File: src/rtl/lap_prefix_unit.sv
module lap_prefix_unit #(
  parameter int AW = 32
) (
  input  logic          clk,
  input  logic          rst_n,
  input  logic          pfx_load,
  input  logic [AW-1:0] pfx_in,
  input  logic          req_valid,
  output logic          req_ready,
  input  logic [AW-1:0] req_addr,
  input  logic [1:0]    req_kind,
  input  logic          dat_on,
  input  logic [1:0]    space_sel,
  input  logic [2:0]    priv_bits,
  input  logic          lap_en,
  output logic          rsp_valid,
  input  logic          rsp_ready,
  output logic [AW-1:0] rsp_abs,
  output logic          rsp_prot_fault,
  output logic [AW-1:0] rsp_tec,
  output logic          rsp_nocache_wr,
  output logic          rsp_unsupported
);
  localparam int SWAP_BITS = 13;
  localparam int PAGE_BITS = 12;
  localparam int LOW_BITS  = 9;
  localparam logic [PAGE_BITS-1:0] TEC_FLAGS = 12'h480;
  localparam logic [1:0] KIND_STORE = 2'd1;
  localparam logic [1:0] SPACE_REG  = 2'd3;

  logic [AW-SWAP_BITS-1:0] pfx_q;
  logic                    accept;
  logic                    unsup, priv_sel, active, low_page, low_byte, fault;
  logic [AW-1:0]           abs_addr;

  assign req_ready = !rsp_valid || rsp_ready;
  assign accept    = req_valid && req_ready;

  assign unsup    = dat_on && (space_sel == SPACE_REG);
  assign priv_sel = (space_sel == 2'd0) ? priv_bits[0] :
                    (space_sel == 2'd1) ? priv_bits[1] : priv_bits[2];
  assign active   = lap_en && !unsup && (!dat_on || !priv_sel);
  assign low_page = (req_addr[AW-1:SWAP_BITS] == '0);
  assign low_byte = low_page && (req_addr[PAGE_BITS-1:LOW_BITS] == '0);
  assign fault    = active && low_byte && (req_kind == KIND_STORE);

  always_comb begin
    if (low_page)
      abs_addr = {pfx_q, req_addr[SWAP_BITS-1:0]};
    else if (req_addr[AW-1:SWAP_BITS] == pfx_q)
      abs_addr = {{(AW-SWAP_BITS){1'b0}}, req_addr[SWAP_BITS-1:0]};
    else
      abs_addr = req_addr;
  end

  always_ff @(posedge clk) begin
    if (!rst_n)
      pfx_q <= '0;
    else if (pfx_load)
      pfx_q <= pfx_in[AW-1:SWAP_BITS];
  end

  always_ff @(posedge clk) begin
    if (!rst_n) begin
      rsp_valid       <= 1'b0;
      rsp_abs         <= '0;
      rsp_prot_fault  <= 1'b0;
      rsp_tec         <= '0;
      rsp_nocache_wr  <= 1'b0;
      rsp_unsupported <= 1'b0;
    end else if (accept) begin
      rsp_valid       <= 1'b1;
      rsp_unsupported <= unsup;
      rsp_prot_fault  <= fault;
      rsp_nocache_wr  <= active && low_page;
      rsp_abs         <= (fault || unsup) ? '0 : abs_addr;
      rsp_tec         <= fault ? {req_addr[AW-1:PAGE_BITS], TEC_FLAGS} : '0;
    end else if (rsp_ready) begin
      rsp_valid <= 1'b0;
    end
  end
endmodule

File: config.mk
export PLATFORM = sky130hd
export DESIGN_NAME = lap_prefix_unit
export DESIGN_NICKNAME = d
export VERILOG_FILES = /design/src/rtl/lap_prefix_unit.sv
export SDC_FILE = /design/constraint.sdc
export NUM_CORES = 1
export LEC_CHECK = 0
export BUFFER_PORTS_ARGS = -buffer_cell sky130_fd_sc_hd__buf_4
export CAP_MARGIN = 5
export CORE_UTILIZATION = 40
export CTS_BUF_LIST = sky130_fd_sc_hd__clkbuf_4
export DETAILED_ROUTE_END_ITERATION = 8
export GPL_ROUTABILITY_DRIVEN = 1
export HOLD_SLACK_MARGIN = 0.05
export PLACE_DENSITY_LB_ADDON = 0.1
export SLEW_MARGIN = 20
export SYNTH_ARGS = -nofsm -noshare
export SYNTH_HDL_FRONTEND = slang
export SYNTH_SLANG_ARGS = --single-unit
File: constraint.sdc
create_clock -name clk -period 2.2 [get_ports clk]
set_input_delay 0.33 -clock clk [delete_from_list [all_inputs] [get_ports clk]]
set_output_delay 0.33 -clock clk [all_outputs]
set_load 0.05 [all_outputs]
==> results.txt <==
----------------------------------------------------
[Synthesis]
  Combinational family with the most area after synthesis ... compound AO/OA/AOI/OAI gates
  Synth Area in XOR/XNOR ... 5.00%
  Yosys warns ... 0
  Cell area after technology mapping ... 3330 um2
  Predominant post-synthesis flop cell ... sky130_fd_sc_hd__dfxtp_1
  Synth Area in Simple Gates ... between 10% and 20%
  Mux share of post-synthesis cell area ... under 10%
  Ys async rst share ... 0%
  Number of unique standard cell types used by synthesis ... 36
  Syn Inst Count ... between 300 and 400
  Share of synthesized area occupied by flip-flops and latches ... 45.1%
  Adder-Cell Fraction of Synth Area ... 0%
  Complex-gate fraction of the synthesized area ... approximately 22%
  Number of flip-flops and latches in the synthesized netlist ... 75
  Number of flops mapped to enable cells by yosys ... 0
  Mapped Avg Cell Area ... approximately 10 um2

[Min path]
  Launch instance of the worst min-delay path ... pfx_in[30]
  HP Class ... in -> reg
  Worst hold path depth ... 3

[STA]
  Max-slew violation count ... 0
  Share of the clock period used by the worst path after layout ... between 80% and 90%
  Clock Skews ... roughly 0.017 ns
  Period minus WS final ... 1.76 ns
  Hold Vio Cnt, Final ... 0
  Transition time at the pin with the least slew margin ... approximately 0.53 ns
  Slack of the critical path ... ~0.44 ns
  Fmax ... 567 MHz
  Rel. slew slack ... between 60 and 70%
  Unrepaired setup endpoints after global routing ... no
  Setup_tns ... 0 ns
  Count of endpoints failing setup in the final report ... 0

[Final layout]
  Fill cell total of the finished layout ... around 750
  Number of nets at the end of the flow ... 526
  Total area of sequential cells ... 1500 um2
  Combined area of the multi-input logic cells ... ~1700 um2
  Most common library cell in the layout ignoring fill and taps ... sky130_fd_sc_hd__buf_4
  Commonest cells after routing, fill and taps aside ... sky130_fd_sc_hd__buf_4, sky130_fd_sc_hd__dfxtp_1, sky130_fd_sc_hd__nor2_1
  Final cell count without fillers ... 555
  Fraction of layout cells with a size suffix above 1 ... 41.1%
  Final instance area ... about 4500 um2
  Diode count ... 0
  Synthesis-to-layout area growth ... 34.3%

[Place]
  Half-perimeter wire length after placement ... 6.15 mm
  Final RePlAce weighted congestion ... about 0.79
  Placement Cell Area ... 4310 um2
  Worst slack, placed ... approximately 0.14 ns
  Post-Place Cells ... between 500 and 600
  Count of input and output buffers ... ~120

[GRT]
  Wire length of the first global-routing pass ... between 10 and 15 mm
  Number of antenna violations at the first check in global routing ... 0
  Pin count of the biggest net entering global routing ... between 50 and 60
  Total congestion overflow after global routing ... 0
  Overall global routing resource usage ... 20.2%
  Vias in the first global route ... between 2000 and 3000

[CTS]
  Cts bufs inserted ... 9
  Master cell of the clock root buffer ... sky130_fd_sc_hd__clkbuf_4
  Clock latency on the worst-skew pair ... approximately 0.43 ns
  Count of H-tree levels built during CTS ... 3
  TritonCTS clock tree ... done
  Number of clock sinks ... 75
  Post-CTS Setup Repair Bufs ... 0
  Number of buffers on the longest clock path ... 2
  Count of instances resized after the clock tree is built ... 0
  Hold_buf cts ... 0
  Clk slew on worst S/H paths ... ~0.15 ns

[Run]
  Max-cap violations ... 0

[Setup path]
  Launch point of the worst reg-to-reg path ... pfx_q[17]
  Crit path to ... rsp_abs[25]
  Startpoint of the most critical setup path ... pfx_q[17]
  Type of destination of the critical path ... flop
  Endpoint required time on the critical path ... around 2.5 ns
  Startpoint kind of the worst setup timing path ... flop
  RR Endpoint ... rsp_abs[25]
  Setup CP Type ... reg -> reg
  Register-to-register setup slack ... approximately 0.44 ns
  Peak fanout along the critical path ... 12
  Worst endpoint data arrival time ... 2.08 ns
  Path depth of the worst reg2reg path ... 6

[Power and ir drop]
  Max rail drop VDD ... 321 uV
  Total power ... 2.99 mW
  Leakage dissipation ... 2.04 nW
  Power per cell area ... between 600 and 700 nW/um2

[Floorplanning]
  Effective utilization at floorplan ... a little over two fifths
  Floorplan row count ... 32
  Die Span Y ... between 90 and 100 um
  Overall die width ... between 90 and 100 um
  Overall die area ... about 8700 um2
  I/O pin count ... 147
  Area inside the core boundary ... roughly 7900 um2

[Route]
  Post-detailed-route count of antenna-violating nets ... 0
  Total via count after detailed routing ... ~2800
  Via-to-Cell Ratio ... 5.13
  First drt pass iteration count ... 4
  Detailed-route wire length per cell ... roughly 16 um
  Total Routed Length ... around 8.7 mm
  Detailed router's first-iteration violation count ... 80
  Number of remaining DRC errors ... 0

[Run status]
  Status ... finished clean

----------------------------------------------------
sequential cells by signal, summed over array words and instances (netlist names):
name and cells:
pfx_q 19, rsp_abs 32, rsp_nocache_wr 1, rsp_tec 21, rsp_unsupported 1, rsp_valid 1
metrics by stage:
step	util, %	hold WS (ns)
global route	56.7	0.101
detailed placement	54.7	0.458
global placement	54.7	0.444
CTS	56.7	0.108
finish	56.7	0.126
floorplan	-	0.459
cell type report:
type,instances,area share (%)
Multi-Input combinational cell,225,36.9
Timing Repair Buffer,135,22.9
Clock inverter,7,2.01
Tap cell,102,2.85
Sequential cell,75,33.6
Clock buffer,9,1.51
Inverter,2,0.168
worst min-delay path by stage:
stage | end | slack [ns]
floorplan | rsp_valid | 0.46
global placement | rsp_unsupported | 0.44
detailed placement | rsp_unsupported | 0.46
CTS | pfx_q[17] | 0.11
global route | pfx_q[0] | 0.10
finish | pfx_q[17] | 0.13
cells in the mapped netlist (2+ instances only):
cell type	instances	area share [%]
sky130_fd_sc_hd__clkbuf_1	11	1.2
sky130_fd_sc_hd__and2_1	2	0.38
sky130_fd_sc_hd__xor2_1	16	4.2
sky130_fd_sc_hd__a32oi_1	11	2.9
sky130_fd_sc_hd__buf_6	3	1.0
sky130_fd_sc_hd__dfxtp_1	75	45
sky130_fd_sc_hd__and3_1	20	3.8
sky130_fd_sc_hd__buf_4	14	3.2
sky130_fd_sc_hd__xnor2_1	3	0.79
sky130_fd_sc_hd__a21boi_2	7	2.4
sky130_fd_sc_hd__nand4_1	4	0.75
sky130_fd_sc_hd__nor4_1	9	1.7
sky130_fd_sc_hd__a221oi_2	19	8.6
sky130_fd_sc_hd__nand2b_1	2	0.38
sky130_fd_sc_hd__nor2_1	33	3.7
sky130_fd_sc_hd__buf_2	5	0.75
sky130_fd_sc_hd__nand2_1	24	2.7
sky130_fd_sc_hd__a21oi_1	3	0.45
sky130_fd_sc_hd__o21ai_1	10	1.5
sky130_fd_sc_hd__mux2i_1	19	5.7
sky130_fd_sc_hd__o21ai_0	10	1.5
sky130_fd_sc_hd__a21boi_1	12	2.7
sky130_fd_sc_hd__a22oi_1	2	0.45
per-layer routing:
metal	track usage (%)	part of all wire (%)	up-vias
li1	-	-	1414
met1	26.9	48	1346
met2	31.9	46	76
met3	5.04	4.6	13
met4	6.54	1.6	0
met5	0	0	-
critical path, stage by stage, from the launching register on:
cell and delay (ns):
sky130_fd_sc_hd__dfxtp_1 0.37, sky130_fd_sc_hd__xor2_1 0.17, sky130_fd_sc_hd__nor4_1 0.41, sky130_fd_sc_hd__nand4_1 0.17
sky130_fd_sc_hd__buf_4 0.21, sky130_fd_sc_hd__o21ai_0 0.22, sky130_fd_sc_hd__a221oi_2 0.08
cells by family (layout without fill, tap and decap cells):
family,Yosys count,in the layout
compound gates,77,77
xor+xnor,19,19
buf+inv,36,153
flops,75,75
mux,20,20
other cells,1,10
simple gates,99,99
power breakdown:
part	internal, mW	switching, mW	total [mW]
clock	0.380	0.578	0.959
combinational	0.220	0.356	0.576
sequential	1.41	0.0407	1.45
No activity file was read; power rests on OpenSTA's default activity.
